**src/rtl/i2c_regxfer_pkg.sv**
```systemverilog
package i2c_regxfer_pkg;

  localparam int BYTE_W = 8;
  localparam int DEV_W  = 7;
  localparam int RA_W   = 3;

  localparam logic [RA_W-1:0] RA_DATA = 3'd0;
  localparam logic [RA_W-1:0] RA_CTL  = 3'd1;
  localparam logic [RA_W-1:0] RA_STAT = 3'd2;
  localparam logic [RA_W-1:0] RA_FEAT = 3'd3;
  localparam logic [RA_W-1:0] RA_LINE = 3'd4;

  localparam int B_START = 5;
  localparam int B_STOP  = 4;
  localparam int B_FLAG  = 3;

  localparam logic [BYTE_W-1:0] ST_IDLE   = 8'hF8;
  localparam logic [BYTE_W-1:0] LINE_HIGH = 8'h3A;

  typedef enum logic [2:0] {
    STEP_START   = 3'd0,
    STEP_ADDRW   = 3'd1,
    STEP_INDEX   = 3'd2,
    STEP_WDATA   = 3'd3,
    STEP_RESTART = 3'd4,
    STEP_ADDRR   = 3'd5,
    STEP_RECV    = 3'd6
  } step_e;

  typedef enum logic [1:0] {
    CK_START   = 2'd0,
    CK_ADV     = 2'd1,
    CK_RESTART = 2'd2
  } ctl_kind_e;

  typedef struct packed {
    logic              load;
    logic [BYTE_W-1:0] load_byte;
    ctl_kind_e         kind;
    logic [BYTE_W-1:0] expect_st;
    logic              recv;
    logic              last;
    step_e             next;
  } step_info_t;

  function automatic logic [BYTE_W-1:0] ctl_rewrite(ctl_kind_e k, logic [BYTE_W-1:0] cur);
    case (k)
      CK_START:   ctl_rewrite = cur | 8'h20;
      CK_RESTART: ctl_rewrite = (cur & 8'hC0) | 8'h28;
      default:    ctl_rewrite = (cur & 8'hCF) | 8'h08;
    endcase
  endfunction

  function automatic logic [BYTE_W-1:0] ctl_stop(logic [BYTE_W-1:0] cur);
    ctl_stop = (cur & 8'hC0) | 8'h18;
  endfunction

endpackage

```
**src/rtl/i2c_regxfer_step.sv**
```systemverilog
module i2c_regxfer_step
  import i2c_regxfer_pkg::*;
(
  input  step_e              step,
  input  logic               op_rd,
  input  logic [DEV_W-1:0]   dev,
  input  logic [BYTE_W-1:0]  index,
  input  logic [BYTE_W-1:0]  wbyte,
  output step_info_t         info
);

  always_comb begin
    info           = '0;
    info.kind      = CK_ADV;
    info.next      = step_e'(step + 3'd1);
    case (step)
      STEP_START: begin
        info.kind      = CK_START;
        info.expect_st = 8'h08;
      end
      STEP_ADDRW: begin
        info.load      = 1'b1;
        info.load_byte = {dev, 1'b0};
        info.expect_st = 8'h18;
      end
      STEP_INDEX: begin
        info.load      = 1'b1;
        info.load_byte = index;
        info.expect_st = 8'h28;
        info.next      = op_rd ? STEP_RESTART : STEP_WDATA;
      end
      STEP_WDATA: begin
        info.load      = 1'b1;
        info.load_byte = wbyte;
        info.expect_st = 8'h28;
        info.last      = 1'b1;
      end
      STEP_RESTART: begin
        info.kind      = CK_RESTART;
        info.expect_st = 8'h10;
      end
      STEP_ADDRR: begin
        info.load      = 1'b1;
        info.load_byte = {dev, 1'b1};
        info.expect_st = 8'h40;
      end
      default: begin
        info.recv      = 1'b1;
        info.expect_st = 8'h58;
        info.last      = 1'b1;
      end
    endcase
  end

endmodule

```
**src/rtl/i2c_regxfer_timer.sv**
```systemverilog
module i2c_regxfer_timer #(
  parameter int LIMIT = 767,
  localparam int CW = $clog2(LIMIT + 1)
) (
  input  logic          clk,
  input  logic          rst,
  input  logic          clr,
  input  logic          inc,
  output logic          last,
  output logic [CW-1:0] cnt
);

  always_ff @(posedge clk) begin
    if (rst || clr) cnt <= '0;
    else if (inc)   cnt <= cnt + 1'b1;
  end

  assign last = (cnt == CW'(LIMIT - 1));

endmodule

```
**src/rtl/i2c_regxfer_seq.sv**
```systemverilog
module i2c_regxfer_seq
  import i2c_regxfer_pkg::*;
#(
  parameter int LIMIT = 767,
  localparam int CW = $clog2(LIMIT + 1)
) (
  input  logic              clk,
  input  logic              rst,
  input  logic              req_i,
  input  logic              op_rd_i,
  input  logic [DEV_W-1:0]  dev_i,
  input  logic [BYTE_W-1:0] index_i,
  input  logic [BYTE_W-1:0] wbyte_i,
  output logic [BYTE_W-1:0] rbyte_o,
  output logic              done_o,
  output logic              err_o,
  output logic              bus_rd_o,
  output logic              bus_wr_o,
  output logic [RA_W-1:0]   bus_addr_o,
  output logic [BYTE_W-1:0] bus_wdata_o,
  input  logic [BYTE_W-1:0] bus_rdata_i
);

  typedef enum logic [4:0] {
    S_IDLE, S_FEAT, S_PRE_R, S_RWAIT, S_PRE_E, S_LOAD, S_CTL_R, S_CTL_W,
    S_POLL_R, S_POLL_E, S_DAT_R, S_DAT_E, S_ST_R, S_ST_E,
    S_SP_R, S_SP_W, S_SW_R, S_SW_E, S_FIN
  } state_e;

  state_e            state, ret;
  step_e             step;
  step_info_t        info;
  logic              op_rd_q, err_q;
  logic [DEV_W-1:0]  dev_q;
  logic [BYTE_W-1:0] index_q, wbyte_q;
  logic [1:0]        wph;
  logic              t_clr, t_inc, t_last;
  logic [CW-1:0]     poll_cnt;
  logic              sw_ok;

  i2c_regxfer_step step_i (
    .step  (step),
    .op_rd (op_rd_q),
    .dev   (dev_q),
    .index (index_q),
    .wbyte (wbyte_q),
    .info  (info)
  );

  i2c_regxfer_timer #(.LIMIT(LIMIT)) timer_i (
    .clk  (clk),
    .rst  (rst),
    .clr  (t_clr),
    .inc  (t_inc),
    .last (t_last),
    .cnt  (poll_cnt)
  );

  always_comb begin
    case (wph)
      2'd0:    sw_ok = !bus_rdata_i[B_STOP];
      2'd1:    sw_ok = (bus_rdata_i == ST_IDLE);
      default: sw_ok = (bus_rdata_i == LINE_HIGH);
    endcase
  end

  always_comb begin
    t_clr = (state == S_CTL_W) || (state == S_SP_W) || (state == S_SW_E && sw_ok);
    t_inc = ((state == S_POLL_E) && !bus_rdata_i[B_FLAG] && !t_last) ||
            ((state == S_SW_E) && !sw_ok && !t_last);
  end

  always_ff @(posedge clk) begin
    if (rst) begin
      state       <= S_IDLE;
      ret         <= S_IDLE;
      step        <= STEP_START;
      op_rd_q     <= 1'b0;
      dev_q       <= '0;
      index_q     <= '0;
      wbyte_q     <= '0;
      err_q       <= 1'b0;
      wph         <= 2'd0;
      rbyte_o     <= '0;
      done_o      <= 1'b0;
      err_o       <= 1'b0;
      bus_rd_o    <= 1'b0;
      bus_wr_o    <= 1'b0;
      bus_addr_o  <= '0;
      bus_wdata_o <= '0;
    end else begin
      bus_rd_o <= 1'b0;
      bus_wr_o <= 1'b0;
      done_o   <= 1'b0;
      case (state)
        S_IDLE: if (req_i) begin
          op_rd_q <= op_rd_i;
          dev_q   <= dev_i;
          index_q <= index_i;
          wbyte_q <= wbyte_i;
          err_q   <= 1'b0;
          err_o   <= 1'b0;
          step    <= STEP_START;
          state   <= S_FEAT;
        end
        S_FEAT: begin
          bus_wr_o    <= 1'b1;
          bus_addr_o  <= RA_FEAT;
          bus_wdata_o <= '0;
          state       <= S_PRE_R;
        end
        S_PRE_R: begin
          bus_rd_o   <= 1'b1;
          bus_addr_o <= RA_STAT;
          ret        <= S_PRE_E;
          state      <= S_RWAIT;
        end
        S_RWAIT: state <= ret;
        S_PRE_E: begin
          if (bus_rdata_i == ST_IDLE) state <= S_LOAD;
          else begin
            err_q <= 1'b1;
            state <= S_SP_R;
          end
        end
        S_LOAD: begin
          if (info.load) begin
            bus_wr_o    <= 1'b1;
            bus_addr_o  <= RA_DATA;
            bus_wdata_o <= info.load_byte;
          end
          state <= S_CTL_R;
        end
        S_CTL_R: begin
          bus_rd_o   <= 1'b1;
          bus_addr_o <= RA_CTL;
          ret        <= S_CTL_W;
          state      <= S_RWAIT;
        end
        S_CTL_W: begin
          bus_wr_o    <= 1'b1;
          bus_addr_o  <= RA_CTL;
          bus_wdata_o <= ctl_rewrite(info.kind, bus_rdata_i);
          state       <= S_POLL_R;
        end
        S_POLL_R: begin
          bus_rd_o   <= 1'b1;
          bus_addr_o <= RA_CTL;
          ret        <= S_POLL_E;
          state      <= S_RWAIT;
        end
        S_POLL_E: begin
          if (bus_rdata_i[B_FLAG]) state <= info.recv ? S_DAT_R : S_ST_R;
          else if (t_last) begin
            err_q <= 1'b1;
            state <= S_SP_R;
          end else state <= S_POLL_R;
        end
        S_DAT_R: begin
          bus_rd_o   <= 1'b1;
          bus_addr_o <= RA_DATA;
          ret        <= S_DAT_E;
          state      <= S_RWAIT;
        end
        S_DAT_E: begin
          rbyte_o <= bus_rdata_i;
          state   <= S_ST_R;
        end
        S_ST_R: begin
          bus_rd_o   <= 1'b1;
          bus_addr_o <= RA_STAT;
          ret        <= S_ST_E;
          state      <= S_RWAIT;
        end
        S_ST_E: begin
          if (bus_rdata_i != info.expect_st) begin
            err_q <= 1'b1;
            state <= S_SP_R;
          end else if (info.last) state <= S_SP_R;
          else begin
            step  <= info.next;
            state <= S_LOAD;
          end
        end
        S_SP_R: begin
          bus_rd_o   <= 1'b1;
          bus_addr_o <= RA_CTL;
          ret        <= S_SP_W;
          state      <= S_RWAIT;
        end
        S_SP_W: begin
          bus_wr_o    <= 1'b1;
          bus_addr_o  <= RA_CTL;
          bus_wdata_o <= ctl_stop(bus_rdata_i);
          wph         <= 2'd0;
          state       <= S_SW_R;
        end
        S_SW_R: begin
          bus_rd_o   <= 1'b1;
          bus_addr_o <= (wph == 2'd0) ? RA_CTL : (wph == 2'd1) ? RA_STAT : RA_LINE;
          ret        <= S_SW_E;
          state      <= S_RWAIT;
        end
        S_SW_E: begin
          if (sw_ok) begin
            if (wph == 2'd2) state <= S_FIN;
            else begin
              wph   <= wph + 2'd1;
              state <= S_SW_R;
            end
          end else if (t_last) begin
            err_q <= 1'b1;
            state <= S_FIN;
          end else state <= S_SW_R;
        end
        S_FIN: begin
          done_o <= 1'b1;
          err_o  <= err_q;
          state  <= S_IDLE;
        end
        default: state <= S_IDLE;
      endcase
    end
  end

endmodule

```
**config.mk**
```make
export PLATFORM = sky130hd
export DESIGN_NAME = i2c_regxfer_seq
export DESIGN_NICKNAME = d
export VERILOG_FILES = /design/src/rtl/i2c_regxfer_pkg.sv /design/src/rtl/i2c_regxfer_step.sv /design/src/rtl/i2c_regxfer_timer.sv /design/src/rtl/i2c_regxfer_seq.sv
export SDC_FILE = /design/constraint.sdc
export NUM_CORES = 1
export LEC_CHECK = 0
export CAP_MARGIN = 10
export CORE_MARGIN = 5
export CORE_UTILIZATION = 40
export CTS_CLUSTER_DIAMETER = 150
export DETAILED_ROUTE_END_ITERATION = 8
export DONT_BUFFER_PORTS = 1
export PLACE_DENSITY = 0.61
export SYNTH_ARGS = -nofsm -noshare
export SYNTH_HDL_FRONTEND = slang
export SYNTH_SLANG_ARGS = --single-unit
```
**constraint.sdc**
```tcl
create_clock -name clk -period 4.63 [get_ports clk]
set_input_delay 0 -clock clk [delete_from_list [all_inputs] [get_ports clk]]
set_output_delay 0 -clock clk [all_outputs]
set_load 0.01 [all_outputs]
```
==> results.json, run 1 <==
{
  "status": "finished clean",
  "synthesis.area_sq_mm": 0.003846,
  "fp.dieH_um": 108.1,
  "synth_most_common_cell": "sky130_fd_sc_hd__nand2_1",
  "final.setup.tns_ns": 0,
  "cts_tree": "built",
  "cap_viol_max_count": 0,
  "yosysWarningCount": 0,
  "clk_transition_reported_paths_ns": 0.09,
  "hpwl_after_dpl_um": 7299,
  "fin_nets": 563,
  "timing_worst_slew_pin_value_ns": 0.9396,
  "area.growth.synth_to_final_pct": 17.37,
  "list_of_most_frequent_post_synthesis_cells": "sky130_fd_sc_hd__nand2_1 (79), sky130_fd_sc_hd__dfxtp_1 (73), sky130_fd_sc_hd__a21oi_1 (59), sky130_fd_sc_hd__nor2_1 (59), sky130_fd_sc_hd__o21ai_0 (26)",
  "sequential_cell_area_fraction_in_the_yosys_report": 0.3800,
  "global_route_overflow": 0,
  "sinks_on_the_clock_net": 73,
  "initial_standard_cell_utilization_of_the_core": 0.4123,
  "synthesis.nets": 542,
  "vias_per_cell": 5.716,
  "syn-instance-count": 497,
  "grtUsageTotal": 0.1956,
  "synth.top_cells.by_area": "sky130_fd_sc_hd__dfxtp_1 (38%), sky130_fd_sc_hd__nand2_1 (7.7%), sky130_fd_sc_hd__a21oi_1 (7.7%)",
  "vias_in_the_first_global_route": 3658,
  "die_area_sq_mm": 0.01168,
  "synth_top_flop_cell": "sky130_fd_sc_hd__dfxtp_1",
  "yosys_register_bits": 73,
  "pin_count_of_the_biggest_net_entering_global_routing": 64,
  "clock_latency_ns": 0.36,
  "rows": 35,
  "synth_area_in_simple_gates": 0.2648,
  "leakagePower_nw": 1.552,
  "ir_worst_vdd_v": 0.0001378,
  "fraction_of_final_layout_cells_sized_beyond_drive_strength_1": 0.07075,
  "drt_pre_antenna_iters": 5,
  "synth_adder_area_share": 0.03253,
  "final.min_clock_period_ns": 2.817,
  "wl_um": 11090,
  "timing.fmax_mhz": 355.0,
  "synth_xor_xnor_area_share": 0.02049,
  "clockRootBuffer": "sky130_fd_sc_hd__clkbuf_8",
  "placeable_core_region_sq_mm": 0.009328,
  "final-instance-count-excl-fill": 652,
  "number_of_failing_hold_endpoints_at_the_final_stage": 0,
  "average_wire_per_cell_in_the_routed_design_um": 17.01,
  "finClkSkew_ns": 0.008839,
  "gpl.final_weighted_congestion": 0.9081,
  "critPathKind": "reg -> reg",
  "worst_hold_path_type": "in -> reg",
  "holdBufCountCts": 43,
  "num_vias": 3727,
  "synth_compound_gate_area_share": 0.2398,
  "critPathArrivalTime_ns": 3.07,
  "post_synth.cell_area_avg_sq_um": 7.739,
  "yosys.area.top_type_share": 0.3800,
  "worst-endpoint-required_ns": 4.88,
  "filler_cell_count": 917,
  "postRouteAntennaNets": 0,
  "power_per_cell_area_mw_per_mm2": 310.2,
  "cts.path.max_buffers": 2,
  "n_antenna_cell": 0,
  "maxSlewHeadroom": 0.3719,
  "async_flop_share": 0,
  "fin_crit_sh": 0.6083,
  "timing.critical_path.fanout_max": 25,
  "synth_cell_types": 68,
  "portion_of_netlist_area_occupied_by_mux_cells": 0.008133,
  "main_combinational_cell_family_by_area_after_synthesis": "simple AND/OR/NAND/NOR gates",
  "grt_first_pass_wirelength_um": 18440,
  "setup_viol_count_final": 0,
  "placed_cells_incl_taps": 593,
  "synth-edff-count": 0,
  "cts_resized": 0,
  "detail_route.iter0.violations": 419,
  "io-pin-count": 58,
  "post-route-drc-count": 0,
  "chipWidth_um": 108.1,
  "grt_setup_unrepaired": "false",
  "timing.final.max_slew_violations": 0,
  "post_cts.repair.setup_buffers": 0,
  "port_buffers": 0,
  "startpoint_type": "flop",
  "cts-buffers-inserted": 9,
  "cts-htree-levels": 3,
  "yosys.area.top_type": "sky130_fd_sc_hd__dfxtp_1",
  "worst_setup_path_end_kind": "flop",
  "grt_antenna_before_repair": 0
}
per-stage QoR:
step / setup slack, ns / total power, W / utilization / hold slack, ns / instance area, sq um
after floorplan: 2.545 / 0.0008097 / - / 0.1360 / 3846
after global placement: 2.188 / 0.0008255 / 0.4137 / 0.07538 / 3859
after detailed placement: 2.058 / 0.0008282 / 0.4137 / 0.07710 / 3859
after CTS: 1.831 / 0.001409 / 0.4840 / 0.01002 / 4514
after global routing: 1.550 / 0.001465 / 0.4840 / 0.05042 / 4514
final: 1.813 / 0.001401 / 0.4840 / 0.02903 / 4514
power by group:
part           leakage, nW  internal, W  switching, W
combinational        0.856    0.0000738      0.000104
sequential           0.593     0.000656     0.0000300
clock                0.103     0.000259      0.000278
total                 1.55     0.000989      0.000412
area by class of cell:
type	count	area, sq um	area share
sequential	73	1461	0.3237
inverter	16	60.06	0.01330
multi-input combinational	375	2176	0.4820
timing repair buffer	43	447.9	0.09922
tap	129	161.4	0.03575
clock inverter	7	83.83	0.01857
clock buffer	9	123.9	0.02744
flip-flops by register name (all words and copies together) (netlist names):
| register | flops |
|---|---|
| state | 5 |
| bus_wdata_o | 8 |
| err_q | 1 |
| done_o | 1 |
| wph | 2 |
| timer_i.cnt | 10 |
| bus_wr_o | 1 |
| op_rd_q | 1 |
| step | 3 |
| index_q | 8 |
| dev_q | 7 |
| wbyte_q | 8 |
| ret | 5 |
| bus_addr_o | 3 |
| bus_rd_o | 1 |
| rbyte_o | 8 |
| err_o | 1 |
final timing paths:
check	cells after the start	slack [ns]	endpoint	start
setup reg to reg	5	1.81	index_q[3]	state[1]
hold / removal	3	0.03	state[0]	req_i
setup / recovery	5	1.81	index_q[3]	state[1]
hold reg to reg	2	0.46	dev_q[2]	dev_q[2]
routing by layer:
layer | track usage | wire length, um | up-vias
met5 | 0 | 0 | -
met4 | 0.05771 | 195 | 0
met3 | 0.04896 | 816 | 17
met2 | 0.3020 | 4991 | 154
met1 | 0.2701 | 5089 | 1737
li1 | - | - | 1819
kinds of logic after synthesis:
kind of cell	after synthesis
buffers and inverters	49
AOI/OAI and AO/OA	141
and+or+nand+nor	212
xor gates and xnor gates	9
muxes	3
DFF	73
adders and majority gates	10
critical path: stages (launching register included):
cell and delay (ns):
sky130_fd_sc_hd__dfxtp_1 0.56, sky130_fd_sc_hd__nor3_4 0.46, sky130_fd_sc_hd__nand3_1 0.75, sky130_fd_sc_hd__nand2_1 0.28, sky130_fd_sc_hd__a21oi_1 0.10, sky130_fd_sc_hd__dlygate4sd3_1 0.56
placed cells by master, fill, tap and decap left out, types with 9 or more instances in the layout:
cell type	count
sky130_fd_sc_hd__a21oi_1	59
sky130_fd_sc_hd__clkbuf_8	9
sky130_fd_sc_hd__dfxtp_1	73
sky130_fd_sc_hd__dlygate4sd3_1	42
sky130_fd_sc_hd__ha_1	10
sky130_fd_sc_hd__inv_1	14
sky130_fd_sc_hd__nand2_1	79
sky130_fd_sc_hd__nand3_1	13
sky130_fd_sc_hd__nor2_1	59
sky130_fd_sc_hd__nor3_1	9
sky130_fd_sc_hd__o21ai_0	26
sky130_fd_sc_hd__xnor2_1	9
Power figures use the tool's default switching activity.
==> run 2, diff against run 1 <==
--- a/config.mk
+++ b/config.mk
@@ -5,13 +5,14 @@
 export SDC_FILE = /design/constraint.sdc
 export NUM_CORES = 1
 export LEC_CHECK = 0
+export ABC_AREA = 1
 export CAP_MARGIN = 10
 export CORE_MARGIN = 5
 export CORE_UTILIZATION = 40
 export CTS_CLUSTER_DIAMETER = 150
 export DETAILED_ROUTE_END_ITERATION = 8
 export DONT_BUFFER_PORTS = 1
-export PLACE_DENSITY = 0.61
+export PLACE_DENSITY = 0.63
 export SYNTH_ARGS = -nofsm -noshare
 export SYNTH_HDL_FRONTEND = slang
 export SYNTH_SLANG_ARGS = --single-unit
==> constraint.sdc (replaced) <==
create_clock -name clk -period 2.46 [get_ports clk]
set_input_delay 0 -clock clk [delete_from_list [all_inputs] [get_ports clk]]
set_output_delay 0 -clock clk [all_outputs]
set_load 0.01 [all_outputs]
==> results.json, run 2 <==
{
  "worst-endpoint-required_ns": 2.71,
  "power_per_cell_area_mw_per_mm2": 659.8,
  "utilization": 0.4786,
  "drt_pre_antenna_iters": 6,
  "yosys.area.top_type_share": 0.3793,
  "list_of_most_frequent_post_synthesis_cells": "sky130_fd_sc_hd__nand2_1 (138), sky130_fd_sc_hd__nor2_1 (113), sky130_fd_sc_hd__dfxtp_1 (73)",
  "clk_transition_reported_paths_ns": 0.08,
  "detail_route.iter0.violations": 292,
  "synthesis.area_sq_mm": 0.003852,
  "hpwl_after_dpl_um": 7955,
  "rows": 35,
  "critical-path-max-stage-delay_ns": 0.45,
  "cts-htree-levels": 3,
  "finClkSkew_ns": 0.006349,
  "grt_setup_unrepaired": "false",
  "synth_area_in_simple_gates": 0.3560,
  "sequential_cell_area_fraction_in_the_yosys_report": 0.3793,
  "syn-instance-count": 585,
  "clockRootBuffer": "sky130_fd_sc_hd__clkbuf_8",
  "n_antenna_cell": 0,
  "fraction_of_final_layout_cells_sized_beyond_drive_strength_1": 0.05457,
  "synth_most_common_cell": "sky130_fd_sc_hd__nand2_1",
  "vias_in_the_first_global_route": 3802,
  "post_synth.cell_area_avg_sq_um": 6.585,
  "async_flop_share": 0,
  "worst_setup_path_end_kind": "flop",
  "synth_cell_types": 34,
  "num_vias": 3934,
  "timing.critical_path.fanout_max": 9,
  "path_cells": "inv_1 -> ha_1 -> nand2_1 -> nand2_1 -> a21oi_1 -> nand2_1 -> nor2_1 -> nand3_1 -> nand2_1 -> nand3_1 -> nand2_1 -> nor2_1",
  "synth_adder_area_share": 0.03248,
  "worst_hold_path_type": "in -> reg",
  "pin_count_of_the_biggest_net_entering_global_routing": 43,
  "commonest_cells_after_routing_fill_and_taps_aside": "sky130_fd_sc_hd__nand2_1 (138), sky130_fd_sc_hd__nor2_1 (113), sky130_fd_sc_hd__dfxtp_1 (73)",
  "timing_worst_slew_pin_value_ns": 0.8729,
  "final.setup.tns_ns": 0,
  "initial_standard_cell_utilization_of_the_core": 0.4130,
  "synth_xor_xnor_area_share": 0.01364,
  "io-pin-count": 58,
  "cell_type_of_the_slowest_stage_on_the_worst_timing_path": "sky130_fd_sc_hd__dfxtp_1",
  "setup_viol_count_final": 0,
  "maxSlewHeadroom": 0.4162,
  "filler_cell_count": 978,
  "synth-edff-count": 0,
  "global_route_overflow": 0,
  "final.min_clock_period_ns": 2.087,
  "critPathKind": "reg -> reg",
  "leakagePower_nw": 1.930,
  "timing.fmax_mhz": 479.1,
  "synth_top_flop_cell": "sky130_fd_sc_hd__dfxtp_1",
  "vias_per_cell": 5.231,
  "area.growth.synth_to_final_pct": 15.88,
  "final_common_cell": "sky130_fd_sc_hd__nand2_1",
  "port_buffers": 0,
  "critPathArrivalTime_ns": 2.34,
  "gpl.final_weighted_congestion": 0.9793,
  "worst_path_most_repeated_cell": "sky130_fd_sc_hd__nand2_1",
  "yosysWarningCount": 0,
  "yosys_register_bits": 73,
  "fin_crit_sh": 0.8485,
  "wl_um": 11130,
  "postRouteAntennaNets": 0,
  "synth.top_cells.by_area": "sky130_fd_sc_hd__dfxtp_1 (38%), sky130_fd_sc_hd__nand2_1 (13%), sky130_fd_sc_hd__nor2_1 (11%)",
  "number_of_failing_hold_endpoints_at_the_final_stage": 0,
  "post_cts.repair.setup_buffers": 0,
  "cap_viol_max_count": 0,
  "largest-register": "timer_i.cnt",
  "clock_latency_ns": 0.36,
  "average_wire_per_cell_in_the_routed_design_um": 14.80,
  "grt_antenna_before_repair": 0,
  "post-route-drc-count": 0,
  "placeable_core_region_sq_mm": 0.009328,
  "timing.final.max_slew_violations": 0,
  "number_of_flip_flops_under_the_largest_register_name": 10,
  "synth_compound_gate_area_share": 0.1419,
  "fin_nets": 663,
  "cts_resized": 0,
  "sinks_on_the_clock_net": 73,
  "status": "finished clean",
  "fp.dieH_um": 108.1,
  "main_combinational_cell_family_by_area_after_synthesis": "simple AND/OR/NAND/NOR gates",
  "grtUsageTotal": 0.2025,
  "synthesis.nets": 630,
  "cts_tree": "built",
  "cts-buffers-inserted": 9,
  "portion_of_netlist_area_occupied_by_mux_cells": 0,
  "chipWidth_um": 108.1,
  "ir_worst_vdd_v": 0.0003171,
  "grt_first_pass_wirelength_um": 18810,
  "startpoint_type": "flop",
  "cts.path.max_buffers": 2,
  "yosys.area.top_type": "sky130_fd_sc_hd__dfxtp_1",
  "die_area_sq_mm": 0.01169,
  "holdBufCountCts": 34
}
run 2: logic make-up (layout without fill, tap and decap cells):
family / after synthesis / in the layout
AO/OA/AOI/OAI: 103 / 103
XOR/XNOR: 6 / 6
adder cells (fa/ha/maj): 10 / 10
buffers and inverters: 71 / 109
flip-flops: 73 / 73
AND/OR/NAND/NOR: 322 / 322
run 2: critical path: cells and delay by family, from the launching register on:
| family | cells | cell delay [ns] |
|---|---|---|
| compound gates | 1 | 0.13 |
| fa+ha+maj | 1 | 0.30 |
| buf+inv | 1 | 0.14 |
| flops | 1 | 0.45 |
| simple gates | 9 | 0.94 |
run 2: final cells by class:
class / instances / area [sq um] / share of cell area
inverter: 56 / 211.5 / 0.04737
multi-input combinational: 441 / 2096 / 0.4695
sequential: 73 / 1461 / 0.3274
clock buffer: 9 / 123.9 / 0.02775
timing repair buffer: 37 / 362.8 / 0.08128
clock inverter: 7 / 47.55 / 0.01065
tap: 129 / 161.4 / 0.03615
run 2: metrics by stage:
step	total power, W	hold slack (ns)	cell area, sq um	instances	setup WS, ns
3_5_place_dp	0.002065	0.07526	3953	702	0.4102
6_report	0.002946	0.07693	4464	752	0.3727
5_1_grt	0.003132	0.1102	4464	752	0.1442
2_1_floorplan	0.001923	0.08412	3852	585	0.6036
3_3_place_gp	0.002049	0.07422	3953	702	0.5024
4_1_cts	0.002953	0.04597	4464	752	0.3898
run 2: path summary, 6_finish.rpt:
path         depth (start not counted)              to     from  slack [ns]
min reg2reg                          2          ret[3]   ret[3]        0.47
max                                 12         step[2]  step[1]        0.37
max reg2reg                         12         step[2]  step[1]        0.37
min                                  3  timer_i.cnt[0]      rst        0.08
run 2: report_power, final:
| part | internal (W) | leakage, nW | switching, W |
|---|---|---|---|
| Sequential | 0.00129 | 0.595 | 0.0000995 |
| Combinational | 0.000242 | 1.25 | 0.000466 |
| Clock | 0.000363 | 0.0850 | 0.000480 |
| Total | 0.00190 | 1.93 | 0.00105 |
run 2: layer usage:
metal | vias to the layer above | GRT usage | wire length [um]
li1 | 1961 | - | -
met1 | 1826 | 0.2721 | 5093
met2 | 129 | 0.3184 | 4951
met3 | 18 | 0.05254 | 862
met4 | 0 | 0.06402 | 222
met5 | - | 0 | 0
==> run 3, diff against run 2 <==
==> constraint.sdc (replaced) <==
create_clock -name clk -period 1.75 [get_ports clk]
set_input_delay 0 -clock clk [delete_from_list [all_inputs] [get_ports clk]]
set_output_delay 0 -clock clk [all_outputs]
set_load 0.01 [all_outputs]
==> results.json, run 3 (synthesized netlist as in run 2, its figures left out) <==
{
  "clk_transition_reported_paths_ns": 0.08,
  "register_area_sq_mm": 0.001473,
  "worst_setup_path_end_kind": "flop",
  "global_route_overflow": 0,
  "final_common_cell": "sky130_fd_sc_hd__nand2_1",
  "cap_viol_max_count": 0,
  "die_area_sq_mm": 0.01169,
  "detail_route.iter0.violations": 309,
  "post-route-drc-count": 0,
  "fin_nets": 705,
  "grt_first_pass_wirelength_um": 18480,
  "ir_worst_vdd_v": 0.0004638,
  "p_seq_frac": 0.443,
  "violations": "hold timing",
  "commonest_cells_after_routing_fill_and_taps_aside": "sky130_fd_sc_hd__nand2_1 (133), sky130_fd_sc_hd__nor2_1 (109), sky130_fd_sc_hd__dfxtp_1 (64)",
  "combPwrFrac": 0.281,
  "worst-endpoint-required_ns": 2.00,
  "pre_cts_slack_ns": 0.007676,
  "setup_ws_ns": 0.08280,
  "fp.dieH_um": 108.1,
  "grtUsageTotal": 0.2008,
  "critPathArrivalTime_ns": 1.91,
  "wl_um": 11580,
  "number_of_failing_hold_endpoints_at_the_final_stage": 22,
  "hold_ws_ns": -0.2927,
  "chipWidth_um": 108.1,
  "cts-buffers-inserted": 9,
  "final.min_clock_period_ns": 1.667,
  "initial_standard_cell_utilization_of_the_core": 0.4130,
  "power.switching_fraction": 0.3462,
  "timing.critical_path.fanout_max": 7,
  "drt_pre_antenna_iters": 4,
  "port_buffers": 0,
  "power.clock.fraction": 0.276,
  "io-pin-count": 58,
  "worst_hold_path_type": "in -> reg",
  "clockRootBuffer": "sky130_fd_sc_hd__clkbuf_8",
  "clock_latency_ns": 0.35,
  "gpl.final_weighted_congestion": 0.9085,
  "startpoint_type": "flop",
  "cts_tree": "built",
  "n_antenna_cell": 0,
  "netSwitchingPower_w": 0.001518,
  "rows": 35,
  "holdBufCountCts": 32,
  "status": "finished, violations left",
  "setup_viol_count_final": 0,
  "finClkSkew_ns": 0.007099,
  "timing.final.max_slew_violations": 0,
  "filler_cell_count": 953,
  "pin_count_of_the_biggest_net_entering_global_routing": 25,
  "area.growth.synth_to_final_pct": 26.73,
  "final.setup.tns_ns": 0,
  "cts-htree-levels": 3,
  "num_vias": 4048,
  "power_per_cell_area_mw_per_mm2": 898.2,
  "final_design_area_no_fill_sq_mm": 0.004882,
  "grt_setup_unrepaired": "true",
  "vias_per_cell": 5.098,
  "cts.path.max_buffers": 2,
  "hpwl_after_dpl_um": 8329,
  "timing_worst_slew_pin_value_ns": 0.3289,
  "grt_antenna_before_repair": 0,
  "sinks_on_the_clock_net": 73,
  "p_int_w": 0.002867,
  "average_wire_per_cell_in_the_routed_design_um": 14.58,
  "maxSlewHeadroom": 0.7784,
  "fraction_of_final_layout_cells_sized_beyond_drive_strength_1": 0.1549,
  "critPathKind": "reg -> reg",
  "placeable_core_region_sq_mm": 0.009328,
  "timing.fmax_mhz": 599.8,
  "leakagePower_nw": 2.149,
  "fin_crit_sh": 0.9527,
  "postRouteAntennaNets": 0,
  "vias_in_the_first_global_route": 3782,
  "placed_cell_area_sq_mm": 0.004269,
  "largest-register": "timer_i.cnt",
  "number_of_flip_flops_under_the_largest_register_name": 10,
  "multi_input_comb_area_sq_mm": 0.002155
}
==> run 3: critical path: stages, from the launching register on <==
cell	delay, ns
sky130_fd_sc_hd__dfxtp_2	0.33
sky130_fd_sc_hd__buf_4	0.15
sky130_fd_sc_hd__ha_1	0.19
sky130_fd_sc_hd__nand2_2	0.18
sky130_fd_sc_hd__o2111ai_1	0.20
sky130_fd_sc_hd__o21a_1	0.27
sky130_fd_sc_hd__a21oi_1	0.18
sky130_fd_sc_hd__nor2_1	0.06
==> run 3: final timing paths <==
kind / from / to / slack (ns) / cells past startpoint
hold reg to reg: ret[4] / ret[4] / 0.46 / 2
setup / recovery: step[1] / step[0] / 0.08 / 7
hold / removal: rst / state[3] / -0.29 / 1
setup reg to reg: step[1] / step[0] / 0.08 / 7
==> run 3: metrics by stage <==
step                cells  total power [W]  hold slack, ns  utilization
finish                794         0.004385         -0.2927       0.5234
global route          794         0.004665         -0.3127       0.5234
CTS                   790         0.004345         -0.3067       0.5113
detailed placement    742         0.003069         0.07686       0.4577
global placement      742         0.003071         0.07463       0.4577
floorplan             585         0.002708         0.08412            -
==> run 3: area by class of cell <==
class / instances / share of cell area
Clock inverter: 6 / 0.008713
Sequential cell: 73 / 0.3016
Timing Repair Buffer: 78 / 0.1415
Timing Repair inverter: 1 / 0.001538
Inverter: 56 / 0.04408
Multi-Input combinational cell: 441 / 0.4413
Clock buffer: 10 / 0.02819
Tap cell: 129 / 0.03306
==> run 3: repair_timing <==
action | 4_1_cts | 5_1_grt
endpoints found under the setup margin | 0 | 45
gates resized for setup | 0 | 31
hold endpoints to repair | 55 | 22
setup buffers | 0 | 3
==> run 3: per-layer routing <==
layer | GRT usage | vias to the layer above | routed length [um]
met1 | 0.2751 | 1857 | 5390
met2 | 0.3051 | 125 | 5034
met4 | 0.07574 | 0 | 301
met5 | 0 | - | 0
met3 | 0.04955 | 24 | 848
li1 | - | 2042 | -
==> run 3: power groups by stage <==
| stage | sequential [W] | clock (W) | combinational [W] |
|---|---|---|---|
| final | 0.00194 | 0.00121 | 0.00123 |
| after floorplan | 0.00195 | 0 | 0.000760 |
| after CTS | 0.00194 | 0.00124 | 0.00116 |
| after global placement | 0.00197 | 0 | 0.00110 |
| after global routing | 0.00196 | 0.00132 | 0.00138 |
| after detailed placement | 0.00197 | 0 | 0.00109 |
